`src/rtl/sysio_pkg.sv`:
```
package sysio_pkg;

   // MSB-0 numbering: bit n of a byte has value 1 << (7 - n)
   function automatic logic [7:0] msb0_bit(input int unsigned n);
      return 8'(8'd1 << (7 - n));
   endfunction

   localparam int PORT_SRESET  = 'h092;
   localparam int PORT_EQUIP   = 'h80C;
   localparam int PORT_KEYLOCK = 'h818;
   localparam int PORT_SYSCTL  = 'h81C;
   localparam int PORT_MAPMODE = 'h850;
   localparam int PORT_BOARD   = 'h852;

   localparam int NUM_SINK = 4;
   localparam int SINK_PORTS [NUM_SINK] = '{'h808, 'h810, 'h812, 'h814};

   localparam logic [7:0] SR_BIT   = msb0_bit(7);
   localparam logic [7:0] LE_BIT   = msb0_bit(6);
   localparam logic [7:0] SC_MASK  = msb0_bit(0) | msb0_bit(1) | msb0_bit(2) | msb0_bit(3);
   localparam logic [7:0] MAP_BIT  = msb0_bit(7);
   localparam logic [7:0] KEY_IDLE = 8'h00;

   typedef enum logic [1:0] {
      SZ_BYTE = 2'd0,
      SZ_HALF = 2'd1,
      SZ_WORD = 2'd2,
      SZ_RSVD = 2'd3
   } mm_size_e;

   typedef struct packed {
      logic sreset;
      logic sysctl;
      logic mapmode;
      logic equip;
      logic board;
      logic keylock;
      logic sink;
   } port_sel_t;

endpackage

```
`src/rtl/sysio_decode.sv`:
```
module sysio_decode
   import sysio_pkg::*;
#(
   parameter int IO_AW = 16
) (
   input  logic [IO_AW-1:0] addr,
   output port_sel_t        sel
);

   logic [NUM_SINK-1:0] sink_hit;

   for (genvar i = 0; i < NUM_SINK; i++) begin : g_sink
      assign sink_hit[i] = (addr == IO_AW'(SINK_PORTS[i]));
   end

   always_comb begin
      sel         = '0;
      sel.sreset  = (addr == IO_AW'(PORT_SRESET));
      sel.sysctl  = (addr == IO_AW'(PORT_SYSCTL));
      sel.mapmode = (addr == IO_AW'(PORT_MAPMODE));
      sel.equip   = (addr == IO_AW'(PORT_EQUIP));
      sel.board   = (addr == IO_AW'(PORT_BOARD));
      sel.keylock = (addr == IO_AW'(PORT_KEYLOCK));
      sel.sink    = |sink_hit;
   end

endmodule

```
`src/rtl/sysio_ctrl_regs.sv`:
```
module sysio_ctrl_regs
   import sysio_pkg::*;
#(
   parameter logic [7:0] MAP_RESET = 8'h01
) (
   input  logic       clk,
   input  logic       rst_n,
   input  logic       wr,
   input  logic [7:0] wdata,
   input  port_sel_t  sel,
   output logic [7:0] sreset_q,
   output logic [7:0] sysctl_q,
   output logic [7:0] map_q,
   output logic       le_err_q
);

   localparam logic [7:0] MAP_RST_MASKED = MAP_RESET & MAP_BIT;

   logic le_req;
   assign le_req = (wdata & LE_BIT) != 8'h00;

   always_ff @(posedge clk or negedge rst_n) begin
      if (!rst_n) begin
         sreset_q <= 8'h00;
         sysctl_q <= 8'h00;
         map_q    <= MAP_RST_MASKED;
         le_err_q <= 1'b0;
      end else if (wr) begin
         if (sel.sreset) begin
            sreset_q <= wdata & SR_BIT;
            if (le_req) begin
               le_err_q <= 1'b1;
            end
         end
         if (sel.sysctl) begin
            sysctl_q <= wdata & SC_MASK;
         end
         if (sel.mapmode) begin
            map_q <= wdata & MAP_BIT;
         end
      end
   end

endmodule

```
`src/rtl/sysio_rdmux.sv`:
```
module sysio_rdmux
   import sysio_pkg::*;
#(
   parameter logic [7:0] UNMAPPED = 8'hFF
) (
   input  port_sel_t  sel,
   input  logic [7:0] sreset_q,
   input  logic [7:0] sysctl_q,
   input  logic [7:0] map_q,
   input  logic [7:0] equip,
   input  logic [7:0] board,
   output logic [7:0] rdata
);

   always_comb begin
      rdata = UNMAPPED;
      if (sel.sreset) begin
         rdata = sreset_q;
      end else if (sel.sysctl) begin
         rdata = sysctl_q;
      end else if (sel.mapmode) begin
         rdata = map_q;
      end else if (sel.equip) begin
         rdata = equip;
      end else if (sel.board) begin
         rdata = board;
      end else if (sel.keylock) begin
         rdata = KEY_IDLE;
      end
   end

endmodule

```
`src/rtl/sysio_parity_win.sv`:
```
module sysio_parity_win
   import sysio_pkg::*;
#(
   parameter int          MM_AW  = 32,
   parameter int          MM_DW  = 32,
   parameter int          WIN_BYTES = 4,
   parameter logic [31:0] BASE   = 32'hBFFF_EFF0
) (
   input  logic             clk,
   input  logic             rst_n,
   input  logic [MM_AW-1:0] addr,
   input  logic             rd,
   input  logic             wr,
   input  logic [1:0]       size,
   output logic [MM_DW-1:0] rdata,
   output logic             ack,
   output logic             bad_q
);

   localparam int OFS_W = $clog2(WIN_BYTES);
   localparam logic [MM_AW-1:0] BASE_A = MM_AW'(BASE);

   logic in_win;
   logic word_sz;

   assign in_win  = addr[MM_AW-1:OFS_W] == BASE_A[MM_AW-1:OFS_W];
   assign word_sz = (size == SZ_WORD);
   assign ack     = in_win & rd & word_sz;
   assign rdata   = '0;

   always_ff @(posedge clk or negedge rst_n) begin
      if (!rst_n) begin
         bad_q <= 1'b0;
      end else begin
         bad_q <= in_win & (wr | (rd & ~word_sz));
      end
   end

endmodule

```
`src/rtl/sysio_regs.sv`:
```
module sysio_regs
   import sysio_pkg::*;
#(
   parameter int          IO_AW          = 16,
   parameter int          MM_AW          = 32,
   parameter int          MM_DW          = 32,
   parameter int          WIN_BYTES      = 4,
   parameter logic [31:0] PARITY_BASE    = 32'hBFFF_EFF0,
   parameter logic [7:0]  MAP_RESET      = 8'h01,
   parameter logic [7:0]  UNMAPPED_READ  = 8'hFF,
   parameter bit          STRAPS_FROM_PINS = 1'b1,
   parameter logic [7:0]  EQUIP_FIXED    = 8'h00,
   parameter logic [7:0]  BOARD_FIXED    = 8'h00
) (
   input  logic             clk,
   input  logic             rst_n,
   input  logic [IO_AW-1:0] io_addr,
   input  logic             io_wr,
   input  logic [7:0]       io_wdata,
   output logic [7:0]       io_rdata,
   input  logic [7:0]       equip_strap,
   input  logic [7:0]       board_strap,
   output logic             soft_reset_o,
   output logic             map_noncontig_o,
   output logic             le_error_o,
   input  logic [MM_AW-1:0] mm_addr,
   input  logic             mm_rd,
   input  logic             mm_wr,
   input  logic [1:0]       mm_size,
   output logic [MM_DW-1:0] mm_rdata,
   output logic             mm_ack,
   output logic             mm_bad_o
);

   if (IO_AW < 12) begin : g_bad_aw
      $error("IO_AW must cover port 0x852");
   end
   if (MM_AW < 3 || MM_AW > 32) begin : g_bad_mmaw
      $error("MM_AW out of range");
   end
   if (WIN_BYTES < 2 || (WIN_BYTES & (WIN_BYTES - 1)) != 0) begin : g_bad_win
      $error("WIN_BYTES must be a power of two");
   end
   if ((PARITY_BASE % WIN_BYTES) != 0) begin : g_bad_base
      $error("PARITY_BASE must be window aligned");
   end

   port_sel_t  sel;
   logic [7:0] sreset_q, sysctl_q, map_q;
   logic       le_err_q;
   logic [7:0] equip_v, board_v;

   sysio_decode #(.IO_AW(IO_AW)) u_decode (
      .addr (io_addr),
      .sel  (sel)
   );

   sysio_ctrl_regs #(.MAP_RESET(MAP_RESET)) u_regs (
      .clk      (clk),
      .rst_n    (rst_n),
      .wr       (io_wr),
      .wdata    (io_wdata),
      .sel      (sel),
      .sreset_q (sreset_q),
      .sysctl_q (sysctl_q),
      .map_q    (map_q),
      .le_err_q (le_err_q)
   );

   if (STRAPS_FROM_PINS) begin : g_strap_pins
      assign equip_v = equip_strap;
      assign board_v = board_strap;
   end else begin : g_strap_fixed
      logic unused_straps;
      assign unused_straps = ^{equip_strap, board_strap};
      assign equip_v = EQUIP_FIXED;
      assign board_v = BOARD_FIXED;
   end

   sysio_rdmux #(.UNMAPPED(UNMAPPED_READ)) u_rdmux (
      .sel      (sel),
      .sreset_q (sreset_q),
      .sysctl_q (sysctl_q),
      .map_q    (map_q),
      .equip    (equip_v),
      .board    (board_v),
      .rdata    (io_rdata)
   );

   sysio_parity_win #(
      .MM_AW     (MM_AW),
      .MM_DW     (MM_DW),
      .WIN_BYTES (WIN_BYTES),
      .BASE      (PARITY_BASE)
   ) u_parity (
      .clk   (clk),
      .rst_n (rst_n),
      .addr  (mm_addr),
      .rd    (mm_rd),
      .wr    (mm_wr),
      .size  (mm_size),
      .rdata (mm_rdata),
      .ack   (mm_ack),
      .bad_q (mm_bad_o)
   );

   assign soft_reset_o    = |(sreset_q & SR_BIT);
   assign map_noncontig_o = |(map_q & MAP_BIT);
   assign le_error_o      = le_err_q;

endmodule

```
`config.mk`:
```
export PLATFORM = sky130hd
export DESIGN_NAME = sysio_regs
export DESIGN_NICKNAME = d
export VERILOG_FILES = /design/src/rtl/sysio_pkg.sv /design/src/rtl/sysio_decode.sv /design/src/rtl/sysio_ctrl_regs.sv /design/src/rtl/sysio_rdmux.sv /design/src/rtl/sysio_parity_win.sv /design/src/rtl/sysio_regs.sv
export SDC_FILE = /design/constraint.sdc
export NUM_CORES = 1
export LEC_CHECK = 0
export BUFFER_PORTS_ARGS = -buffer_cell sky130_fd_sc_hd__clkbuf_2
export CELL_PAD_IN_SITES_DETAIL_PLACEMENT = 2
export CELL_PAD_IN_SITES_GLOBAL_PLACEMENT = 2
export CORE_AREA = 4 4 90 92
export CTS_CLUSTER_DIAMETER = 30
export CTS_CLUSTER_SIZE = 24
export DETAILED_ROUTE_END_ITERATION = 6
export DIE_AREA = 0 0 94 96
export PLACE_DENSITY = 0.82
export SYNTH_ARGS = -nofsm -noshare
export SYNTH_HDL_FRONTEND = slang
export SYNTH_SLANG_ARGS = --single-unit
```
`constraint.sdc`:
```
create_clock -name clk -period 2.4 [get_ports clk]
set_input_delay 0.48 -clock clk [delete_from_list [all_inputs] [get_ports clk]]
set_output_delay 0.48 -clock clk [all_outputs]
set_load 0.02 [all_outputs]
```
== Word-level counts from Yosys, hierarchy flattened ==
Cells that the tools add are included.
Word-level totals
  input port bits: 79
  register bits after elaboration: 8
  latch bits: 0
  memories kept: 0
  RAM bits: 0
  bits in read-only memories: 0
Cells by class
  multiplexer cells: 6
  equality and inequality tests: 8
  $add $sub $neg: 0
  $lt $le $gt $ge: 0
  reductions and logical operators: 4
  shift-type cells: 0
  bitwise logic cells: 6
  $mul: 0
  divide/modulo/power cells: 0
Operators by type and width (count)
  $eq 16x12->1 const B: 5
  $mux 8: 6
  $eq 30x30->1 const B: 1
  $eq 16x8->1 const B: 1
  $reduce_and 2->1: 3
  $and 1x1->1: 4
  $reduce_and 3->1: 1
  $eq 2x2->1 const B: 1
  $not 1->1: 1
  $or 1x1->1: 1

== Longest topological paths before layout ==
Gate-level depths: netlist of the first run.
  word-level depth: 7
  gate-level depth with buffers: 4
  mapped depth without buffers: 4

== Modules after synthesis ==
A second synthesis of the first run with hierarchy kept.
Second synthesis, totals
  cell total of the unflattened synthesis: 170
  area, all modules: 1335.0 µm²
By module, submodules not included
  sysio_ctrl_regs: sequential area each 176.4 µm², instances 1, area each 420.4 µm², cells an instance 36
  sysio_parity_win: sequential area each 25.0 µm², instances 1, area each 377.9 µm², cells an instance 49
  sysio_rdmux: sequential area each 0.0 µm², instances 1, area each 351.6 µm², cells an instance 58
  sysio_decode: sequential area each 0.0 µm², instances 1, area each 185.2 µm², cells an instance 27

== Worst setup path after synthesis of the first run ==
OpenSTA, ideal clock, no wires.
  path kind: input-to-output
  from: in io_addr[5]
  to: out io_rdata[0]
  arrival time: 2.010 ns
  path slack: -0.090 ns
  buffers on the path: 0
  stages: 4
  required time: 1.920 ns
  cells stage by stage: or3b_4 nor4_4 a211oi_1 o32ai_1
Between the ends
  longest elaborated chain between the ends: 7
  elaborated cells between the ends (all ways): 12
Ends and longest elaborated chain
  from (decl): line sysio_regs.sv:17  | input logic [IO_AW-1:0] io_addr,
  $eq 16x12->1: line sysio_decode.sv:23  | sel.keylock = (addr == IO_AW'(PORT_KEYLOCK));
  $mux 8: line sysio_rdmux.sv:27  | end else if (sel.keylock) begin
  $mux 8: line sysio_rdmux.sv:25  | end else if (sel.board) begin
  $mux 8: line sysio_rdmux.sv:23  | end else if (sel.equip) begin
  $mux 8: line sysio_rdmux.sv:21  | end else if (sel.mapmode) begin
  $mux 8: line sysio_rdmux.sv:19  | end else if (sel.sysctl) begin
  $mux 8 (*): line sysio_rdmux.sv:17  | if (sel.sreset) begin
  to (decl): line sysio_regs.sv:20  | output logic [7:0] io_rdata,
Mark *: on every way between the ends. The rest lies on a longest branch, timed or not.

== Worst setup path after layout of the first run ==
  from: in io_addr[3]
  to: out io_rdata[0]
Same word-level chain as after synthesis.

==> impl_metrics.py, run 1 <==
metrics = {
    "yosys": {
        "seq_area_frac_synth": 0.190,
        "synth_edf_count": 0,
        "syn_inst": 132,
        "yosys_register_bits": 8,
        "synth_cell_types": 37,
        "yosysMostFrequentCell": "buf_4",
        "ys.flop_type": "dfrtp_1",
        "yosysWarnings": 0,
        "synth_top_area_cell": "buf_4",
        "async_flop_share": 1.00,
        "synth.avg_cell_area_um2": 8.04,
        "synth_area_leaders": "buf_4 23%, dfrtp_1 17%, a211oi_1 5.7%",
        "yosysTopAreaCellShare": 0.226,
        "syn_area_um2": 1060,
        "synth_commonest_cells": "32 x buf_4, 10 x nor3_1, 8 x a211oi_1, 8 x nand2_1, 7 x dfrtp_1",
    },
    "die": {
        "die_area_um2": 9020,
        "die-width_um": 94,
        "core-area_um2": 7210,
        "ios": 124,
        "fp.dieH_um": 96,
        "start_util": 0.147,
        "fp-row-count": 31,
    },
    "grt": {
        "track_usage": 0.106,
        "overflow": 0,
        "antenna_found_initial": 0,
        "grt_pass1_vias": 1635,
        "grt_pass1_wl_um": 7520,
        "grt_max_degree": 9,
    },
    "finish": {
        "area.growth.synth_to_final_pct": 76.4,
        "fin_area_um2": 1870,
        "drive_gt1_frac": 0.579,
        "instances_no_fill": 346,
        "fin_nets": 327,
        "n_antenna_cell": 0,
        "final_util": 0.259,
    },
    "timing": {
        "hold_viol": 0,
        "slew_viol_final": 0,
        "rsz0062_at_grt": "yes",
        "max_freq_mhz": 405,
        "setup_violations": 6,
        "setup_slack_ns": -0.0683,
        "period_needed_ns": 2.47,
        "timing.hold.ws_ns": 0.104,
        "finalClockSkew_ns": 0,
        "post-route-period-util": 1.03,
    },
    "pwr": {
        "powerDensity_nw_per_um2": 257,
        "ir_worst_vdd_uv": 93.2,
        "p_total_uw": 482,
        "p_leak_nw": 0.877,
    },
    "placement": {
        "hpwl_um": 4300,
        "dp_cells": 337,
        "placed_cell_area_um2": 1710,
        "gp_congestion": 0.753,
        "port_buffers": 87,
    },
    "drt": {
        "detail_route.first_pass.iterations": 4,
        "first_iter_violations": 6,
        "routed_wl_um": 4900,
        "viasPerCell": 4.01,
        "drc": 0,
        "antenna_left": 0,
        "wl_per_cell_um": 14.2,
        "vias": 1386,
    },
    "clock_tree": {
        "clk_latency_ns": 0.23,
        "cts_tree": "built",
        "cts.sinks": 8,
        "clockRootBuffer": "clkbuf_8",
        "ctsLongestPathBuffers": 2,
        "numCtsBuffers": 3,
        "clk_pin_slew_ns": 0.05,
        "cts_max_level": 1,
    },
    "setup_path": {
        "crit_required_ns": 1.92,
        "critical_path_class": "input pin to output pin",
        "cp.arrival_ns": 1.99,
        "reg2reg_depth": 1,
        "critPathCaptureType": "output pin",
        "worstSetupStartpointType": "input pin",
        "critical_path.reg2reg.endpoint": "u_regs.sreset_q[0]",
        "path_max_fanout": 6,
        "r2r-start": "u_regs.sreset_q[0]",
        "r2r_setup_slack_ns": 1.59,
    },
    "status": {
        "status": "finished with violations",
        "violations": "negative setup slack",
    },
    "run": {
        "max_cap_viol_count": 0,
    },
    "worst_hold_path": {
        "min_path_type": "input pin to async pin",
    },
}
[area by class of cell]
type | count | area (um^2)
Multi-Input combinational cell | 117 | 803
Sequential cell | 8 | 201
Clock buffer | 4 | 45.0
Inverter | 6 | 22.5
Tap cell | 99 | 124
Timing Repair Buffer | 112 | 676
Fill cell | 893 | 5340
[layer usage]
metal / global-route usage / part of all wire / vias to the layer above / routed length, um
li1: - / - / 657 / -
met1: 0.110 / 0.35 / 646 / 1730
met2: 0.209 / 0.55 / 79 / 2690
met3: 0.0219 / 0.086 / 4 / 421
met4: 0.0337 / 0.012 / 0 / 59
met5: 0 / 0 / - / 0
[kinds of logic (layout without fill, tap and decap cells)]
group,after synthesis,count (layout),share of synthesized area
buf+inv,38,122,0.248
flops,8,8,0.190
other cells,1,32,0.00353
mux,6,6,0.0637
compound gates,20,20,0.143
simple gates,59,59,0.353
[placed cells by master, fill, tap and decap left out, types with 2 or more instances in the layout]
cell type,Yosys,routed
inv_1,6,6
mux2_2,5,5
nand4b_1,4,4
or3b_4,1,2
clkbuf_2,0,77
dfrtp_1,7,7
nand2_1,8,8
nor4_1,2,2
nor3b_1,2,2
a211oi_1,8,3
nor2b_1,3,3
a211oi_2,0,4
nor2_1,5,5
a21oi_1,2,2
nand3b_1,2,2
conb_1,1,32
nand4_1,5,5
nor3_1,10,9
clkbuf_8,0,4
nand3_1,6,6
buf_4,32,30
o32ai_2,0,5
[worst max-delay path by stage]
stage	depth (start not counted)	slack (ns)	startpoint	to
3_5_place_dp	7	-0.13	io_addr[2]	io_rdata[0]
4_1_cts	7	-0.06	io_addr[2]	io_rdata[7]
2_1_floorplan	4	0.08	io_addr[5]	io_rdata[0]
3_3_place_gp	7	-0.08	io_addr[2]	io_rdata[6]
5_1_grt	7	-0.13	io_addr[5]	io_rdata[5]
6_report	9	-0.07	io_addr[3]	io_rdata[0]
[registers in the layout, summed over array words and instances, names as in the netlist]
name             flops
u_parity.bad_q       1
u_regs.map_q         1
u_regs.le_err_q      1
u_regs.sysctl_q      4
u_regs.sreset_q      1
[power by group]
part | leakage [nW] | total, mW | internal (mW) | switching (mW)
logic | 0.746 | 0.170 | 0.0747 | 0.0953
clock network | 0.0228 | 0.176 | 0.116 | 0.0603
registers | 0.108 | 0.135 | 0.135 | 0.0000263
[critical path, stage by stage]
cell	delay (ns)
clkbuf_2	0.10
buf_4	0.10
buf_4	0.12
nor3b_1	0.28
o21ai_2	0.10
buf_4	0.17
a211oi_1	0.32
o32ai_2	0.15
buf_2	0.17
[timing repair]
action	in CTS	in global routing
hold buffers	0	0
resized for setup	10	18
pin swaps	5	5
buffers inserted	2	3
endpoints found under the setup margin	8	8
[stage by stage]
| stage | setup TNS [ns] | setup slack, ns |
|---|---|---|
| finish | -0.177 | -0.0683 |
| detailed placement | -0.688 | -0.131 |
| global route | -0.748 | -0.131 |
| global placement | -0.462 | -0.0849 |
| floorplan | 0 | 0.0827 |
| CTS | -0.262 | -0.0566 |
Note: power is estimated with default switching activity, not from simulation.
==> run 2, diff against run 1 <==
--- a/config.mk
+++ b/config.mk
@@ -5,15 +5,16 @@
 export SDC_FILE = /design/constraint.sdc
 export NUM_CORES = 1
 export LEC_CHECK = 0
+export ABC_AREA = 1
 export BUFFER_PORTS_ARGS = -buffer_cell sky130_fd_sc_hd__clkbuf_2
 export CELL_PAD_IN_SITES_DETAIL_PLACEMENT = 2
 export CELL_PAD_IN_SITES_GLOBAL_PLACEMENT = 2
-export CORE_AREA = 4 4 90 92
+export CORE_AREA = 4 4 94 96
 export CTS_CLUSTER_DIAMETER = 30
 export CTS_CLUSTER_SIZE = 24
 export DETAILED_ROUTE_END_ITERATION = 6
-export DIE_AREA = 0 0 94 96
-export PLACE_DENSITY = 0.82
+export DIE_AREA = 0 0 98 100
+export PLACE_DENSITY = 0.83
 export SYNTH_ARGS = -nofsm -noshare
 export SYNTH_HDL_FRONTEND = slang
 export SYNTH_SLANG_ARGS = --single-unit
==> run 2 against run 1 <==
  * The flow now finishes without violations
  * Cell count up 11%
  * Combinational power down 12%
  * Count of clock-buffer cells in the layout unchanged
  * Global-route usage down 1.4 points
  * Sequential power about the same
  * Critical path depth unchanged
  * Routed wire length down 3.6%
  * Final area down 11%
  * First-iteration DRC count up 83%
  * Non-clock buffer count down 25
  * Largest cell class unchanged
==> impl_metrics.py, run 2 <==
metrics = {
    "timing": {
        "period_needed_ns": 2.23,
        "rsz0062_at_grt": "no",
        "hold_viol": 0,
        "setup_violations": 0,
        "slew_viol_final": 0,
        "post-route-period-util": 0.928,
        "timing.hold.ws_ns": 0.0796,
        "max_freq_mhz": 449,
        "finalClockSkew_ns": 0,
        "setup_tns_ns": 0,
    },
    "run": {
        "max_cap_viol_count": 0,
    },
    "grt": {
        "overflow": 0,
        "grt_pass1_wl_um": 7420,
        "antenna_found_initial": 0,
        "grt_pass1_vias": 1640,
        "track_usage": 0.0914,
        "grt_max_degree": 16,
    },
    "setup_path": {
        "cp_common_cell": "clkbuf_2",
        "crit_required_ns": 1.92,
        "cp_top_family": "simple AND/OR/NAND/NOR gates",
        "max_stage_delay_ns": 0.23,
        "critPathBufInv": 3,
        "crit_slowest_cell": "nor2_8",
        "worstSetupStartpointType": "input pin",
        "cp_cell_sequence": "clkbuf_2 > nor2_2 > nand3b_2 > nor2_8 > nand2_2 > clkinv_2 > nand2_1 > a21oi_1 > clkbuf_2",
        "cp.arrival_ns": 1.75,
        "worst-path-stages": 9,
        "reg2reg_depth": 2,
        "path_max_fanout": 15,
        "critical_path_class": "input pin to output pin",
        "critPathCaptureType": "output pin",
    },
    "clock_tree": {
        "clockRootBuffer": "clkbuf_8",
        "numCtsBuffers": 3,
        "cts_max_level": 1,
        "ctsLongestPathBuffers": 2,
        "cts_hold_buf": 0,
        "clk_latency_ns": 0.23,
        "cts_setup_buffers": 0,
        "clk_pin_slew_ns": 0.05,
        "cts_tree": "built",
        "cts.sinks": 8,
        "post_cts_resized": 0,
    },
    "finish": {
        "multi_input_area_um2": 777,
        "final_cell_mix": "87 x clkbuf_2, 39 x nand2_1, 32 x conb_1",
        "fin_nets": 359,
        "drive_gt1_frac": 0.405,
        "regMostFlops": "u_regs.sysctl_q",
        "final-seq-area_um2": 201,
        "n_antenna_cell": 0,
        "largest_reg_flops": 4,
        "final_common_cell": "clkbuf_2",
        "instances_no_fill": 384,
        "area.growth.synth_to_final_pct": 40.3,
        "fillCellCount": 1028,
    },
    "drt": {
        "first_iter_violations": 11,
        "viasPerCell": 3.87,
        "routed_wl_um": 4720,
        "antenna_left": 0,
        "detail_route.first_pass.iterations": 4,
        "vias": 1486,
        "wl_per_cell_um": 12.3,
        "drc": 0,
    },
    "yosys": {
        "yosysWarnings": 0,
        "synth_area_leaders": "buf_4 20%, dfrtp_1 15%, nand2_1 12%",
        "synth_edf_count": 0,
        "yosysTopAreaCellShare": 0.203,
        "async_flop_share": 1.00,
        "synth_commonest_cells": "39 x nand2_1, 32 x buf_4, 23 x nand3_1",
        "synth.avg_cell_area_um2": 6.20,
        "seq_area_frac_synth": 0.170,
        "syn_area_um2": 1180,
        "yosysMostFrequentCell": "nand2_1",
        "ys.flop_type": "dfrtp_1",
        "yosys_register_bits": 8,
        "syn_inst": 191,
        "synth_top_area_cell": "buf_4",
        "synth_cell_types": 26,
    },
    "placement": {
        "hpwl_um": 4400,
        "dp_cells": 380,
        "gp_congestion": 0.775,
        "port_buffers": 87,
    },
    "pwr": {
        "p_leak_nw": 0.953,
        "powerDensity_nw_per_um2": 275,
        "ir_worst_vdd_uv": 106,
    },
    "status": {
        "status": "finished, final reports clean",
    },
    "die": {
        "fp.dieH_um": 100,
        "die-width_um": 98,
        "start_util": 0.147,
        "fp-row-count": 33,
        "ios": 124,
        "die_area_um2": 9800,
        "core-area_um2": 8050,
    },
    "worst_hold_path": {
        "min_path_type": "input pin to async pin",
    },
}
==> run 2: per-stage QoR <==
step           power (mW)  utilization  setup WS, ns  cell area, um^2
2_1_floorplan       0.251            -         0.463             1300
3_3_place_gp        0.281        0.200         0.179             1610
3_5_place_dp        0.285        0.200         0.155             1610
4_1_cts             0.461        0.206         0.148             1660
5_1_grt             0.487        0.207        0.0268             1660
6_report            0.457        0.207         0.174             1660
==> run 2: worst paths after layout <==
check                                   start                  to  slack [ns]
max                                io_addr[9]         io_rdata[6]        0.17
min                                     rst_n     u_regs.le_err_q        0.08
max reg2reg                   u_regs.map_q[0]     u_regs.map_q[0]        1.66
min reg2reg                u_regs.sysctl_q[4]  u_regs.sysctl_q[4]        0.47
max in group asynchronous               rst_n     u_regs.map_q[0]        2.07
min in group clk           u_regs.sysctl_q[4]  u_regs.sysctl_q[4]        0.47
==> run 2: logic make-up after synthesis <==
group,after synthesis,synth area share
AOI/OAI and AO/OA,14,0.0623
buffers and inverters,53,0.277
DFF,8,0.170
other,1,0.00316
and+or+nand+nor,115,0.488
==> run 2: power by group <==
part | leakage, nW | internal, mW | switching (mW)
Clock | 0.0228 | 0.115 | 0.0564
Sequential | 0.108 | 0.136 | 0.0000268
Combinational | 0.822 | 0.0542 | 0.0951
==> run 2: cell type report <==
type / count / share of cell area
Inverter: 19 / 0.0436
Clock buffer: 4 / 0.0271
Sequential cell: 8 / 0.121
Multi-Input combinational cell: 161 / 0.467
Timing Repair Buffer: 87 / 0.262
Tap cell: 105 / 0.0790
==> run 2: per-layer routing <==
layer,track usage,share of wire
met1,0.0943,0.36
met2,0.184,0.55
met3,0.0208,0.078
met4,0.0224,0.0085
met5,0,0
==> run 3, diff against run 2 <==
--- a/config.mk
+++ b/config.mk
@@ -15,6 +15,7 @@
 export DETAILED_ROUTE_END_ITERATION = 6
 export DIE_AREA = 0 0 98 100
 export PLACE_DENSITY = 0.83
+export SETUP_SLACK_MARGIN = 0.5
 export SYNTH_ARGS = -nofsm -noshare
 export SYNTH_HDL_FRONTEND = slang
 export SYNTH_SLANG_ARGS = --single-unit
==> run 3 against run 2 <==
  * Non-clock buffer count rose by 15
  * Clock power hardly changed
  * Sequential power about the same
  * Final area increased by 23%
  * Sequential share of layout area down 2.3 points
  * Die area is the same
  * Critical path depth up 2
  * Routed wire length up 17%
  * Maximum frequency fell by 0.20%
  * Setup slack lost 0.0046 ns
  * Largest cell class unchanged
==> impl_metrics.py, run 3 (synthesis results as in run 2) <==
metrics = {
    "die": {
        "fp-row-count": 33,
        "core-area_um2": 8050,
        "ios": 124,
        "die_area_um2": 9800,
        "fp.dieH_um": 100,
        "die-width_um": 98,
        "start_util": 0.147,
    },
    "grt": {
        "grt_pass1_vias": 1641,
        "grt_max_degree": 10,
        "overflow": 0,
        "track_usage": 0.0927,
        "grt_pass1_wl_um": 7520,
        "antenna_found_initial": 0,
    },
    "pwr": {
        "powerDensity_nw_per_um2": 237,
        "p_comb_frac": 0.358,
        "power_frac_seq": 0.280,
        "ir_worst_vdd_uv": 68.2,
        "switching_share": 0.347,
        "clkPwrFrac": 0.362,
        "p_leak_nw": 1.17,
        "p_int_uw": 316,
        "switching_power_uw": 168,
    },
    "status": {
        "status": "finished, final reports clean",
    },
    "finish": {
        "largest_reg_flops": 4,
        "final_common_cell": "clkbuf_2",
        "instances_no_fill": 399,
        "final_cell_mix": "71 x clkbuf_2, 32 x conb_1, 30 x nand2_1",
        "regMostFlops": "u_regs.sysctl_q",
        "n_antenna_cell": 0,
        "drive_gt1_frac": 0.554,
        "fin_nets": 374,
        "final_util": 0.254,
        "area.growth.synth_to_final_pct": 72.8,
    },
    "clock_tree": {
        "cts_max_level": 1,
        "cts_tree": "built",
        "cts_hold_buf": 0,
        "clk_latency_ns": 0.23,
        "numCtsBuffers": 3,
        "clockRootBuffer": "clkbuf_8",
        "cts.sinks": 8,
        "clk_pin_slew_ns": 0.05,
        "ctsLongestPathBuffers": 2,
    },
    "timing": {
        "period_needed_ns": 2.23,
        "setup_violations": 0,
        "hold_viol": 0,
        "setup_tns_ns": 0,
        "timing.hold.ws_ns": 0.0817,
        "max_freq_mhz": 448,
        "slew_viol_final": 0,
        "finalClockSkew_ns": 0,
        "rsz0062_at_grt": "yes",
        "setup_slack_ns": 0.169,
        "post-route-period-util": 0.930,
    },
    "drt": {
        "first_iter_violations": 19,
        "wl_per_cell_um": 13.8,
        "antenna_left": 0,
        "viasPerCell": 3.95,
        "vias": 1576,
        "detail_route.first_pass.iterations": 2,
        "drc": 0,
        "routed_wl_um": 5510,
    },
    "run": {
        "max_cap_viol_count": 0,
    },
    "setup_path": {
        "worstSetupStartpointType": "input pin",
        "cp.arrival_ns": 1.75,
        "critical_path_class": "input pin to output pin",
        "path_max_fanout": 3,
        "critPathCaptureType": "output pin",
        "crit_required_ns": 1.92,
    },
    "placement": {
        "dp_cells": 380,
        "port_buffers": 87,
        "hpwl_um": 4110,
        "gp_congestion": 0.775,
        "post-place-ws_ns": 0.124,
    },
    "worst_hold_path": {
        "min_path_type": "input pin to async pin",
    },
}
run 3: cell count changes in the layout (fill, tap and decap cells not counted), sizes merged:
cell	delta
inv	-1
buf	+28
clkinv	+1
clkbuf	-13
run 3: power by group through the flow:
| stage | sequential (mW) | combinational (mW) | clock, mW |
|---|---|---|---|
| floorplan | 0.137 | 0.114 | 0 |
| global placement | 0.137 | 0.142 | 0 |
| detailed placement | 0.137 | 0.147 | 0 |
| CTS | 0.135 | 0.156 | 0.183 |
| global route | 0.135 | 0.189 | 0.190 |
| finish | 0.136 | 0.173 | 0.175 |
run 3: critical path, stage by stage:
cell and delay (ns):
buf_2 0.12, inv_2 0.07, nor2_4 0.13, nand2_1 0.08, nor2_2 0.15, nand2_2 0.12, nand2_2 0.12, nor2_4 0.04
o21ai_0 0.14, nor2_1 0.12, buf_4 0.18
run 3: final cells by class:
type,instances,area [um^2]
Clock buffer,4,45.0
Fill cell,1003,6000
Inverter,19,88.8
Multi-Input combinational cell,161,962
Sequential cell,8,201
Tap cell,105,131
Timing Repair Buffer,102,618
run 3: routing by layer:
metal	global-route usage	up-vias	wire, um
li1	-	757	-
met1	0.0939	743	1770
met4	0.0288	0	75
met2	0.192	70	3310
met5	0	-	0
met3	0.0139	6	360
run 3: final timing paths:
kind	startpoint	to	slack (ns)	cells past startpoint
max in group asynchronous	rst_n	u_regs.map_q[0]	2.07	1
max	io_addr[4]	io_rdata[2]	0.17	11
min reg2reg	u_regs.sysctl_q[6]	u_regs.sysctl_q[6]	0.47	2
max reg2reg	u_regs.map_q[0]	u_regs.map_q[0]	1.67	2
min	rst_n	u_parity.bad_q	0.08	1
min in group clk	u_regs.sysctl_q[6]	u_regs.sysctl_q[6]	0.47	2
run 3: repair_timing:
action | in CTS | in global routing
setup buffers | 5 | 10
setup endpoints to repair | 9 | 9
gates resized for setup | 28 | 60
pin swaps | 7 | 18
run 3: stage by stage:
stage	cell area, um^2	total power [mW]
after floorplan	1320	0.251
after global placement	1630	0.280
after detailed placement	1630	0.284
after CTS	1820	0.474
after global routing	2050	0.515
final	2050	0.484
